$ cat src/rtl/ivs_pkg.sv
package ivs_pkg;
  localparam int DATA_W   = 16;
  localparam int ADDR_W   = 20;
  localparam int TYPE_W   = 8;
  localparam int SRC_N    = 4;
  localparam int IF_BIT   = 9;
  localparam int TF_BIT   = 8;
  localparam int PUSH_N   = 3;
  localparam int WORD_B   = DATA_W / 8;

  localparam logic [TYPE_W-1:0] TYPE_DIV  = 8'd0;
  localparam logic [TYPE_W-1:0] TYPE_STEP = 8'd1;
  localparam logic [TYPE_W-1:0] TYPE_NMI  = 8'd2;

  typedef enum logic [2:0] {
    ST_IDLE, ST_PUSH_F, ST_PUSH_C, ST_PUSH_I, ST_RD_IP, ST_RD_CS, ST_DONE
  } seq_st_t;

  typedef struct packed {
    logic [DATA_W-1:0] ss;
    logic [DATA_W-1:0] sp;
    logic [DATA_W-1:0] cs;
    logic [DATA_W-1:0] ip;
    logic [DATA_W-1:0] flags;
  } ctx_t;

  function automatic logic [ADDR_W-1:0] stack_phys(input logic [DATA_W-1:0] seg,
                                                   input logic [DATA_W-1:0] off);
    logic [ADDR_W-1:0] s;
    logic [ADDR_W-1:0] o;
    s = {seg, 4'b0000};
    o = {{(ADDR_W-DATA_W){1'b0}}, off};
    return s + o;
  endfunction

  function automatic logic [ADDR_W-1:0] vec_phys(input logic [TYPE_W-1:0] typ,
                                                 input logic hi_word);
    return {{(ADDR_W-TYPE_W-2){1'b0}}, typ, hi_word, 1'b0};
  endfunction

  function automatic logic [DATA_W-1:0] entry_flags(input logic [DATA_W-1:0] f);
    logic [DATA_W-1:0] r;
    r = f;
    r[IF_BIT] = 1'b0;
    r[TF_BIT] = 1'b0;
    return r;
  endfunction
endpackage

$ cat src/rtl/ivs_arbiter.sv
module ivs_arbiter
  import ivs_pkg::*;
(
  input  logic              clk,
  input  logic              rst_n,
  input  logic              enable,
  input  logic              div_err,
  input  logic              nmi_req,
  input  logic              intr_req,
  input  logic [TYPE_W-1:0] intr_type,
  input  logic              step_evt,
  input  logic              int_en,
  output logic              grant,
  output logic [SRC_N-1:0]  grant_vec,
  output logic [TYPE_W-1:0] grant_type
);
  logic [SRC_N-1:0] raw;
  logic [TYPE_W-1:0] src_type [SRC_N];

  // index order is the priority order: lowest index wins
  assign raw = {step_evt, intr_req & int_en, nmi_req, div_err};
  assign src_type[0] = TYPE_DIV;
  assign src_type[1] = TYPE_NMI;
  assign src_type[2] = intr_type;
  assign src_type[3] = TYPE_STEP;

  always_comb begin
    grant_vec  = '0;
    grant_type = '0;
    if (enable) begin
      for (int i = SRC_N - 1; i >= 0; i--) begin
        if (raw[i]) begin
          grant_vec  = '0;
          grant_vec[i] = 1'b1;
          grant_type = src_type[i];
        end
      end
    end
  end
  assign grant = |grant_vec;

  a_r2_single_grant: assert property (@(posedge clk) disable iff (!rst_n)
    $onehot0(grant_vec));
  a_r2_fault_wins: assert property (@(posedge clk) disable iff (!rst_n)
    (enable && div_err) |-> grant_vec[0]);
  a_r3_mask_respected: assert property (@(posedge clk) disable iff (!rst_n)
    grant_vec[2] |-> int_en);
  a_r3_nmi_unmasked: assert property (@(posedge clk) disable iff (!rst_n)
    (enable && nmi_req && !div_err) |-> grant_vec[1]);
endmodule

$ cat src/rtl/ivs_seq.sv
module ivs_seq
  import ivs_pkg::*;
(
  input  logic              clk,
  input  logic              rst_n,
  input  logic              start,
  input  logic [TYPE_W-1:0] start_type,
  input  ctx_t              ctx_in,
  output logic              idle,
  output logic              mem_req,
  output logic              mem_we,
  output logic [ADDR_W-1:0] mem_addr,
  output logic [DATA_W-1:0] mem_wdata,
  input  logic [DATA_W-1:0] mem_rdata,
  input  logic              mem_ack,
  output logic [DATA_W-1:0] sp_out,
  output logic [DATA_W-1:0] cs_out,
  output logic [DATA_W-1:0] ip_out,
  output logic [DATA_W-1:0] flags_out,
  output logic              done
);
  seq_st_t           st;
  ctx_t              ctx;
  logic [TYPE_W-1:0] typ;
  logic [DATA_W-1:0] sp_w;
  logic [DATA_W-1:0] ip_new;
  logic [DATA_W-1:0] sp_dec;
  logic              is_push;
  logic              is_read;
  logic              step_ok;

  assign sp_dec  = sp_w - DATA_W'(WORD_B);
  assign is_push = (st == ST_PUSH_F) || (st == ST_PUSH_C) || (st == ST_PUSH_I);
  assign is_read = (st == ST_RD_IP) || (st == ST_RD_CS);
  assign step_ok = (is_push || is_read) && mem_ack;
  assign idle    = (st == ST_IDLE);
  assign done    = (st == ST_DONE);
  assign mem_req = is_push || is_read;
  assign mem_we  = is_push;

  always_comb begin
    mem_addr  = '0;
    mem_wdata = '0;
    unique case (st)
      ST_PUSH_F: begin mem_addr = stack_phys(ctx.ss, sp_dec); mem_wdata = ctx.flags; end
      ST_PUSH_C: begin mem_addr = stack_phys(ctx.ss, sp_dec); mem_wdata = ctx.cs;    end
      ST_PUSH_I: begin mem_addr = stack_phys(ctx.ss, sp_dec); mem_wdata = ctx.ip;    end
      ST_RD_IP:  mem_addr = vec_phys(typ, 1'b0);
      ST_RD_CS:  mem_addr = vec_phys(typ, 1'b1);
      default: ;
    endcase
  end

  always_ff @(posedge clk or negedge rst_n) begin
    if (!rst_n) begin
      st        <= ST_IDLE;
      ctx       <= '0;
      typ       <= '0;
      sp_w      <= '0;
      ip_new    <= '0;
      sp_out    <= '0;
      cs_out    <= '0;
      ip_out    <= '0;
      flags_out <= '0;
    end else begin
      unique case (st)
        ST_IDLE: if (start) begin
          ctx  <= ctx_in;
          typ  <= start_type;
          sp_w <= ctx_in.sp;
          st   <= ST_PUSH_F;
        end
        ST_PUSH_F: if (step_ok) begin sp_w <= sp_dec; st <= ST_PUSH_C; end
        ST_PUSH_C: if (step_ok) begin sp_w <= sp_dec; st <= ST_PUSH_I; end
        ST_PUSH_I: if (step_ok) begin sp_w <= sp_dec; st <= ST_RD_IP;  end
        ST_RD_IP:  if (step_ok) begin ip_new <= mem_rdata; st <= ST_RD_CS; end
        ST_RD_CS:  if (step_ok) begin
          sp_out    <= sp_w;
          ip_out    <= ip_new;
          cs_out    <= mem_rdata;
          flags_out <= entry_flags(ctx.flags);
          st        <= ST_DONE;
        end
        default:   st <= ST_IDLE;
      endcase
    end
  end

  a_r9_port_holds: assert property (@(posedge clk) disable iff (!rst_n)
    (mem_req && !mem_ack) |=> (mem_req && $stable(mem_we) && $stable(mem_addr)
                               && $stable(mem_wdata)));
  a_r8_done_pulse: assert property (@(posedge clk) disable iff (!rst_n)
    done |=> !done);
  a_r8_done_after_read: assert property (@(posedge clk) disable iff (!rst_n)
    $rose(done) |-> $past(mem_req && !mem_we && mem_ack));
  a_r7_flags_masked: assert property (@(posedge clk) disable iff (!rst_n)
    done |-> (!flags_out[IF_BIT] && !flags_out[TF_BIT]));
  a_r5_write_then_read: assert property (@(posedge clk) disable iff (!rst_n)
    (mem_req && !mem_we) |=> !(mem_req && mem_we));
endmodule

$ cat src/rtl/intr_entry_seq.sv
module intr_entry_seq
  import ivs_pkg::*;
(
  input  logic              clk,
  input  logic              rst_n,
  input  logic              div_err,
  input  logic              nmi_req,
  input  logic              intr_req,
  input  logic [TYPE_W-1:0] intr_type,
  input  logic              step_evt,
  input  logic [DATA_W-1:0] ss_in,
  input  logic [DATA_W-1:0] sp_in,
  input  logic [DATA_W-1:0] cs_in,
  input  logic [DATA_W-1:0] ip_in,
  input  logic [DATA_W-1:0] flags_in,
  output logic              mem_req,
  output logic              mem_we,
  output logic [ADDR_W-1:0] mem_addr,
  output logic [DATA_W-1:0] mem_wdata,
  input  logic [DATA_W-1:0] mem_rdata,
  input  logic              mem_ack,
  output logic [DATA_W-1:0] sp_out,
  output logic [DATA_W-1:0] cs_out,
  output logic [DATA_W-1:0] ip_out,
  output logic [DATA_W-1:0] flags_out,
  output logic              done
);
  logic              seq_idle;
  logic              grant;
  logic [SRC_N-1:0]  grant_vec;
  logic [TYPE_W-1:0] grant_type;
  ctx_t              ctx_now;

  assign ctx_now = '{ss: ss_in, sp: sp_in, cs: cs_in, ip: ip_in, flags: flags_in};

  ivs_arbiter arb_i (
    .clk(clk), .rst_n(rst_n), .enable(seq_idle),
    .div_err(div_err), .nmi_req(nmi_req), .intr_req(intr_req),
    .intr_type(intr_type), .step_evt(step_evt), .int_en(flags_in[IF_BIT]),
    .grant(grant), .grant_vec(grant_vec), .grant_type(grant_type)
  );

  ivs_seq seq_i (
    .clk(clk), .rst_n(rst_n), .start(grant), .start_type(grant_type),
    .ctx_in(ctx_now), .idle(seq_idle),
    .mem_req(mem_req), .mem_we(mem_we), .mem_addr(mem_addr),
    .mem_wdata(mem_wdata), .mem_rdata(mem_rdata), .mem_ack(mem_ack),
    .sp_out(sp_out), .cs_out(cs_out), .ip_out(ip_out),
    .flags_out(flags_out), .done(done)
  );

  a_r8_no_start_when_busy: assert property (@(posedge clk) disable iff (!rst_n)
    !seq_idle |-> !grant);
endmodule

$ cat config.mk
export PLATFORM = sky130hd
export DESIGN_NAME = intr_entry_seq
export DESIGN_NICKNAME = d
export VERILOG_FILES = /design/src/rtl/ivs_pkg.sv /design/src/rtl/ivs_arbiter.sv /design/src/rtl/ivs_seq.sv /design/src/rtl/intr_entry_seq.sv
export SDC_FILE = /design/constraint.sdc
export NUM_CORES = 1
export LEC_CHECK = 0
export BUFFER_PORTS_ARGS = -buffer_cell sky130_fd_sc_hd__buf_2
export CORE_MARGIN = 4
export CORE_UTILIZATION = 57
export DETAILED_ROUTE_END_ITERATION = 12
export GPL_ROUTABILITY_DRIVEN = 0
export MAX_ROUTING_LAYER = met4
export PLACE_DENSITY_LB_ADDON = 0.15
export SLEW_MARGIN = 20
export SYNTH_ARGS = -nofsm -noshare
export SYNTH_HDL_FRONTEND = slang
export SYNTH_SLANG_ARGS = --single-unit
$ cat constraint.sdc
create_clock -name clk -period 13 [get_ports clk]
set_clock_uncertainty 0.15 [all_clocks]
set_input_delay 2.6 -clock clk [delete_from_list [all_inputs] [get_ports clk]]
set_output_delay 2.6 -clock clk [all_outputs]
set_load 0.03 [all_outputs]
==> reports/qor.txt, run 1 <==
SYNTHESIS
-------------------------------------------------------------------------
Seq cells post-synth .......................................          169
Ys async rst share .........................................         1.00
Most used flip-flop cell after synthesis ................... sky130_fd_sc_hd__dfrtp_1
Gate Count Post-Synth ......................................          812
Post-Syn Area ..............................................   8030 sq um
Number of unique standard cell types used by synthesis .....           53
Count of flip-flops with a built-in enable after synthesis .            0
Syn Area/Cell ..............................................   9.89 sq um
Warnings, synthesis ........................................            0
Proportion of synthesized chip area in sequential cells ....        0.527

STA
-------------------------------------------------------------------------
Max frequency ..............................................    0.141 GHz
Worst slew margin relative to its limit ....................        0.328
Fin. max-slew vios .........................................            0
Worst Tran Pin Value .......................................      1.01 ns
Shortest period the worst path allows ......................      7.09 ns
Final-report hold violation count ..........................            0
Setup repair after global routing missed its margin ........        false
Final worst-path cycle share ...............................        0.545
Setup violators final ......................................            0
Setup TNS ..................................................         0 ns

FINAL LAYOUT
-------------------------------------------------------------------------
Fin nets ...................................................         1132
Post-route core utilization ................................        0.708
Fraction of layout cells with a size suffix above 1 ........        0.345
Area growth from synthesis to layout .......................        21.9%
Most used cells in the layout excluding fill and tap cells . 247 x sky130_fd_sc_hd__nand2_1, 210 x sky130_fd_sc_hd__buf_2, 169 x sky130_fd_sc_hd__dfrtp_1
Most common cell after layout, fill and taps aside ......... sky130_fd_sc_hd__nand2_1

SETUP PATH
-------------------------------------------------------------------------
Worst r2r path cells .......................................            5
Required arrival time at the worst endpoint ................     10.25 ns
Register-to-Register Setup Slack ...........................      9.84 ns
R2R Path Start ............................................. seq_i.st[1]$_DFFE_PN0P_
Top cell family by delay on the critical path .............. simple AND/OR/NAND/NOR gates
Startpoint types ...........................................    flip-flop
Crit Path Class ............................................ flip-flop to output port
Critical path capture point type ...........................  output port
Worst path slowest cell .................................... sky130_fd_sc_hd__or4_1
Highest cell delay on the worst timing path ................      0.53 ns
Arrival @ worst endpoint ...................................      4.34 ns
CP Max Fanout ..............................................            7
Worst path buffer plus inverter count ......................            2
Reg2Reg Capture Point ...................................... seq_i.sp_w[13]$_DFFE_PN0P_
Critical path cell sequence ................................ inv_1 -> ha_1 -> nor3b_2 -> nand2_1 -> or4_1 -> xnor2_1 -> ha_1 -> nand2_1 -> nor2_1 -> a211o_1 -> or4_1 -> and3_1 -> nor3_1 -> buf_2

HOLD PATH
-------------------------------------------------------------------------
Hold/Removal Path Class .................................... flip-flop to flip-flop
Hold_sp .................................................... seq_i.typ[3]$_DFFE_PN0P_
Worst Hold Depth ...........................................            2
Endpoint with the worst hold slack ......................... seq_i.typ[3]$_DFFE_PN0P_

GRT
-------------------------------------------------------------------------
Global-route total usage across every layer ................        0.253
Vias in the first global route .............................         6396
Pin count of the biggest net entering global routing .......          104
Antenna violations before repair ...........................            3
Overflow left after global routing .........................            0
Global-route wire length before repair .....................      31.5 mm

DIE
-------------------------------------------------------------------------
I/O pin total ..............................................          214
Initial Util ...............................................        0.581
Die extent in x ............................................       127 um
Die height .................................................       127 um
Core outline area ..........................................  13800 sq um
Count of standard-cell rows ................................           43
Die area ...................................................  16000 sq um

DETAILED ROUTING
-------------------------------------------------------------------------
Detailed-route DRC error count .............................            0
WL final ...................................................      19.8 mm
Starting DRT DRC Count .....................................          487
Number of vias per cell ....................................         5.39
Average wire per standard cell .............................      16.5 um
Post-detailed-route count of antenna-violating nets ........            0
Count of TritonRoute iterations in the first routing pass ..            5
Number of vias in the routed layout ........................         6464

CLOCKING
-------------------------------------------------------------------------
Total of hold buffers inserted after clock tree synthesis ..            0
Clock tree from TritonCTS ..................................          yes
Deepest level of the CTS H-tree ............................            4
Clock Root Buffer .......................................... sky130_fd_sc_hd__clkbuf_16
Skew-Pair Late Insertion Delay .............................      0.42 ns
Clock Path Buffers .........................................            2
Post-CTS Setup Bufs ........................................            0
Clk slew on worst S/H paths ................................      0.06 ns
Resized Gates After CTS ....................................            0
Clock net sink count .......................................          169
Number of buffers created by CTS ...........................           17

PWR
-------------------------------------------------------------------------
Power density over the cells ...............................  316 nW/um^2
Overall power after layout .................................      3.09 mW
Leak pwr ...................................................      5.11 nW
Peak VDD IR ................................................     0.167 mV

PLACED DESIGN
-------------------------------------------------------------------------
Port buffer count ..........................................          211
Post-detailed-placement half-perimeter wirelength ..........      13.8 mm

RUN
-------------------------------------------------------------------------
# Max-Cap Violations .......................................            0

STATUS
-------------------------------------------------------------------------
Outcome .................................................... finished, final reports clean

kinds of logic (layout without fill, tap and decap cells):
group / count (synthesis) / after routing / share of synthesized area
AO/OA/AOI/OAI: 102 / 102 / 0.0765
XOR/XNOR: 21 / 21 / 0.0229
adder cells (fa/ha/maj): 15 / 15 / 0.0243
buffers and inverters: 54 / 257 / 0.0274
flip-flops: 169 / 169 / 0.527
multiplexers: 100 / 100 / 0.139
other: 1 / 5 / 0.000467
AND/OR/NAND/NOR: 350 / 350 / 0.183
per-stage QoR:
| step | instance area (sq um) | instances | hold slack, ns | setup slack (ns) |
|---|---|---|---|---|
| finish | 9780 | 1199 | 0.320 | 5.91 |
| global route | 9780 | 1199 | 0.334 | 5.59 |
| CTS | 9780 | 1196 | 0.322 | 5.89 |
| detailed placement | 9220 | 1167 | 0.306 | 6.39 |
| global placement | 9210 | 1166 | 0.302 | 6.49 |
| floorplan | 8030 | 813 | 0.289 | 6.43 |
metal layers:
metal,part of all wire,vias to the layer above,routed length (um),GRT usage
met1,0.42,3099,8310,0.323
met4,0.024,0,484,0.0770
li1,-,3099,-,-
met2,0.48,232,9560,0.398
met3,0.072,34,1430,0.0703
met5,0,-,0,-
area by class of cell:
cell class                      count  area, sq um
Antenna cell                        3         7.51
Inverter                            8         30.0
Timing Repair Buffer              220         1130
Multi-Input combinational cell    590         3610
Tap cell                          180          225
Clock inverter                      7         68.8
Clock buffer                       22          484
Sequential cell                   169         4230
Fill cell                        1070         4040
how the worst max path moves through the flow:
stage	to	start	cells after the start	slack, ns
after floorplan	mem_addr[16]	seq_i.sp_w[1]$_DFFE_PN0P_	13	6.43
after global placement	mem_addr[16]	seq_i.sp_w[1]$_DFFE_PN0P_	14	6.49
after detailed placement	mem_addr[16]	seq_i.sp_w[1]$_DFFE_PN0P_	14	6.39
after CTS	mem_addr[16]	seq_i.sp_w[1]$_DFFE_PN0P_	14	5.89
after global routing	mem_addr[16]	seq_i.sp_w[1]$_DFFE_PN0P_	14	5.59
final	mem_addr[16]	seq_i.sp_w[1]$_DFFE_PN0P_	14	5.91
worst reg2reg max path, stage by stage (launching register included):
cell	delay, ns
sky130_fd_sc_hd__dfrtp_1	0.37
sky130_fd_sc_hd__nor2_1	0.51
sky130_fd_sc_hd__or2_2	0.61
sky130_fd_sc_hd__clkinv_1	0.79
sky130_fd_sc_hd__o22ai_1	0.49
sky130_fd_sc_hd__a21oi_1	0.12
power breakdown:
part	switching, mW	internal, mW	leakage (nW)
sequential	0.161	0.776	2.10
combinational	1.10	0.579	2.74
clock	0.200	0.280	0.270
flip-flops by register name (all words and copies together), names as in the netlist:
| register | count |
|---|---|
| seq_i.sp_w | 16 |
| seq_i.ip_out | 16 |
| seq_i.ip_new | 16 |
| seq_i.typ | 8 |
| seq_i.cs_out | 16 |
| seq_i.ctx | 64 |
| seq_i.flags_out | 14 |
| seq_i.sp_out | 16 |
| seq_i.st | 3 |
Yosys cell counts (6+ instances only):
master | instances | area [sq um]
sky130_fd_sc_hd__buf_2 | 8 | 40.0
sky130_fd_sc_hd__xnor2_1 | 8 | 70.1
sky130_fd_sc_hd__mux2i_1 | 8 | 80.1
sky130_fd_sc_hd__dfrtp_1 | 169 | 4230
sky130_fd_sc_hd__nand2_1 | 247 | 927
sky130_fd_sc_hd__mux2_2 | 92 | 1040
sky130_fd_sc_hd__xor2_1 | 13 | 114
sky130_fd_sc_hd__buf_1 | 6 | 22.5
sky130_fd_sc_hd__clkbuf_1 | 30 | 113
sky130_fd_sc_hd__nand3_1 | 12 | 60.1
sky130_fd_sc_hd__nor3_1 | 8 | 40.0
sky130_fd_sc_hd__a21oi_1 | 35 | 175
sky130_fd_sc_hd__a22oi_1 | 14 | 105
sky130_fd_sc_hd__nor2_1 | 49 | 184
sky130_fd_sc_hd__inv_1 | 7 | 26.3
sky130_fd_sc_hd__ha_1 | 14 | 175
sky130_fd_sc_hd__o21ai_0 | 30 | 150
(Power assumes the default switching activity.)
==> run 2, diff against run 1 <==
- CORE_UTILIZATION: 57 -> 48
- clock period: 13 -> 6.5 ns (I/O delays scaled with it)
==> reports/qor.txt, run 2 (synthesis gave the netlist of run 1 again) <==
CLOCKING
-------------------------------------------------------------------------
Clock Root Buffer .......................................... sky130_fd_sc_hd__clkbuf_16
Clock tree from TritonCTS ..................................          yes
Total of hold buffers inserted after clock tree synthesis ..            0   unchanged
Resized Gates After CTS ....................................            0   unchanged
Clock Path Buffers .........................................            2   unchanged
Post-CTS Setup Bufs ........................................            0   unchanged
Number of buffers created by CTS ...........................           17   unchanged
Clk slew on worst S/H paths ................................      0.06 ns   about the same
Clock net sink count .......................................          169   unchanged
Skew-Pair Late Insertion Delay .............................      0.42 ns   about the same
Deepest level of the CTS H-tree ............................            4   unchanged

FINAL LAYOUT
-------------------------------------------------------------------------
Most used cells in the layout excluding fill and tap cells . 247 x sky130_fd_sc_hd__nand2_1, 210 x sky130_fd_sc_hd__buf_2, 169 x sky130_fd_sc_hd__dfrtp_1
Area used by sequential logic in the layout ................   4230 sq um   unchanged
Post-route design area .....................................   9900 sq um   +1.2%
Area growth from synthesis to layout .......................        23.3%
Fin nets ...................................................         1134   +0.18%
Most common cell after layout, fill and taps aside ......... sky130_fd_sc_hd__nand2_1
Area of the multi-input gates ..............................   3610 sq um   about the same
Final cell count without fillers ...........................         1241   +3.5%
Flip-flop count of the largest register after layout .......           64   unchanged
Post-route core utilization ................................        0.601   -0.107
Fraction of layout cells with a size suffix above 1 ........        0.348   +0.00291
Largest register by flop count .............................    seq_i.ctx
Layout fillers .............................................         1460   +36%

DIE
-------------------------------------------------------------------------
Core outline area ..........................................  16500 sq um   +19%
Die height .................................................       137 um   +8.4%
Die extent in x ............................................       137 um   +8.4%
Initial Util ...............................................        0.488   -0.0930
Die area ...................................................  18900 sq um   +18%
I/O pin total ..............................................          214   unchanged
Count of standard-cell rows ................................           47   +9.3%

STA
-------------------------------------------------------------------------
Worst slew margin relative to its limit ....................        0.349   +0.0211
Final worst-path cycle share ...............................        0.896
Setup TNS ..................................................         0 ns   unchanged
Setup violators final ......................................            0   unchanged
Setup repair after global routing missed its margin ........        false
Fin. max-slew vios .........................................            0   unchanged
Max frequency ..............................................    0.172 GHz
Final-report hold violation count ..........................            0   unchanged
Worst Tran Pin Value .......................................     0.977 ns   -0.0297 ns
Shortest period the worst path allows ......................      5.82 ns

DETAILED ROUTING
-------------------------------------------------------------------------
Detailed-route DRC error count .............................            0   unchanged
Average wire per standard cell .............................      16.1 um   -2.7%
WL final ...................................................      19.9 mm   +0.74%
Starting DRT DRC Count .....................................          339   -30%
Count of TritonRoute iterations in the first routing pass ..            4   -1
Number of vias in the routed layout ........................         6372   -1.4%
Number of vias per cell ....................................         5.13   -4.8%
Post-detailed-route count of antenna-violating nets ........            0   unchanged

GRT
-------------------------------------------------------------------------
Antenna violations before repair ...........................            2   -1
Vias in the first global route .............................         6235   -2.5%
Global-route wire length before repair .....................      31.6 mm   +0.35%
Overflow left after global routing .........................            0   unchanged
Global-route total usage across every layer ................        0.219   -0.0338
Pin count of the biggest net entering global routing .......           88   -15%

PLACED DESIGN
-------------------------------------------------------------------------
Standard cell area after detailed placement ................   9290 sq um   +0.71%
Instance count after placement with tap cells included .....         1209   +3.6%
Post-detailed-placement half-perimeter wirelength ..........      13.9 mm   +0.77%
Port buffer count ..........................................          211   unchanged

SETUP PATH
-------------------------------------------------------------------------
Critical path cell sequence ................................ inv_1 -> ha_1 -> nor3b_2 -> nand2_1 -> or4_1 -> xnor2_1 -> ha_1 -> nand2_1 -> nor2_1 -> a211o_1 -> or4_1 -> and3_1 -> nor3_1 -> buf_2
Top cell family by delay on the critical path .............. simple AND/OR/NAND/NOR gates
Critical path capture point type ...........................  output port
Arrival @ worst endpoint ...................................      4.37 ns   +0.03 ns
R2R Path Start ............................................. seq_i.st[2]$_DFFE_PN0P_
CP Max Fanout ..............................................            7   unchanged
Register-to-Register Setup Slack ...........................      3.46 ns   -6.38 ns
Highest cell delay on the worst timing path ................      0.52 ns   about the same
Worst path buffer plus inverter count ......................            2   unchanged
Crit Path Class ............................................ flip-flop to output port
Worst r2r path cells .......................................            4   -1
Startpoint types ...........................................    flip-flop
Worst path slowest cell .................................... sky130_fd_sc_hd__or4_1
Required arrival time at the worst endpoint ................      5.05 ns   -5.20 ns
Reg2Reg Capture Point ...................................... seq_i.sp_out[10]$_DFFE_PN0P_

HOLD PATH
-------------------------------------------------------------------------
Hold_sp .................................................... seq_i.ctx[26]$_DFFE_PN0P_
Worst Hold Depth ...........................................            2   unchanged
Endpoint with the worst hold slack ......................... seq_i.ctx[26]$_DFFE_PN0P_
Hold/Removal Path Class .................................... flip-flop to flip-flop

RUN
-------------------------------------------------------------------------
# Max-Cap Violations .......................................            0   unchanged

STATUS
-------------------------------------------------------------------------
Outcome .................................................... finished, final reports clean

PWR
-------------------------------------------------------------------------
Power density over the cells ...............................  632 nW/um^2   +100%
Peak VDD IR ................................................     0.364 mV   +120%
Leak pwr ...................................................      5.14 nW   +0.49%

## run 2: cell types whose count changed in the layout (fill, tap and decap cells not counted)
| cell | previous run | this run |
|---|---|---|
| sky130_fd_sc_hd__clkinv_4 | 0 | 2 |
| sky130_fd_sc_hd__clkinv_2 | 3 | 1 |
| sky130_fd_sc_hd__clkbuf_8 | 4 | 2 |
| sky130_fd_sc_hd__nor2b_2 | 0 | 1 |
| sky130_fd_sc_hd__clkinvlp_4 | 2 | 3 |
| sky130_fd_sc_hd__diode_2 | 3 | 2 |
| sky130_fd_sc_hd__nor2b_1 | 5 | 4 |
| sky130_fd_sc_hd__bufinv_16 | 1 | 3 |
| sky130_fd_sc_hd__buf_4 | 8 | 10 |
## run 2: metrics by stage
stage,hold WS [ns],power [mW],setup slack [ns]
6_report,0.317,6.25,0.677
3_3_place_gp,0.302,5.21,1.28
2_1_floorplan,0.289,4.28,1.23
3_5_place_dp,0.306,5.25,1.22
4_1_cts,0.321,6.32,0.680
5_1_grt,0.345,6.71,0.474
## run 2: layer usage
metal / global-route usage / routed length (um)
met1: 0.276 / 8520
met2: 0.349 / 9580
met3: 0.0701 / 1530
met4: 0.0499 / 300
met5: - / 0
## run 2: worst min-delay path, delay by kind of cell, from the launching register on
kind / cells / cell delay (ns)
flops: 1 / 0.34
simple gates: 2 / 0.10
## run 2: worst max path at each step
stage | slack [ns] | cells after the start | endpoint | from
2_1_floorplan | 1.23 | 13 | mem_addr[16] | seq_i.sp_w[1]$_DFFE_PN0P_
3_3_place_gp | 1.28 | 14 | mem_addr[16] | seq_i.sp_w[1]$_DFFE_PN0P_
3_5_place_dp | 1.22 | 14 | mem_addr[16] | seq_i.sp_w[1]$_DFFE_PN0P_
4_1_cts | 0.68 | 14 | mem_addr[16] | seq_i.sp_w[1]$_DFFE_PN0P_
5_1_grt | 0.47 | 14 | mem_addr[16] | seq_i.sp_w[1]$_DFFE_PN0P_
6_report | 0.68 | 14 | mem_addr[16] | seq_i.sp_w[1]$_DFFE_PN0P_
## run 2: cell type report
cell class,count,area share
clock inverters,10,0.0145
flip-flops and latches,169,0.427
repair buffers,222,0.116
inverters,8,0.00303
well taps,220,0.0278
multi-input cells,590,0.365
clock buffers,20,0.0461
diodes,2,0.000506
## run 2: power breakdown
part	internal [mW]	switching [mW]
logic	1.16	2.19
clock network	0.622	0.411
registers	1.55	0.319
total	3.34	2.92
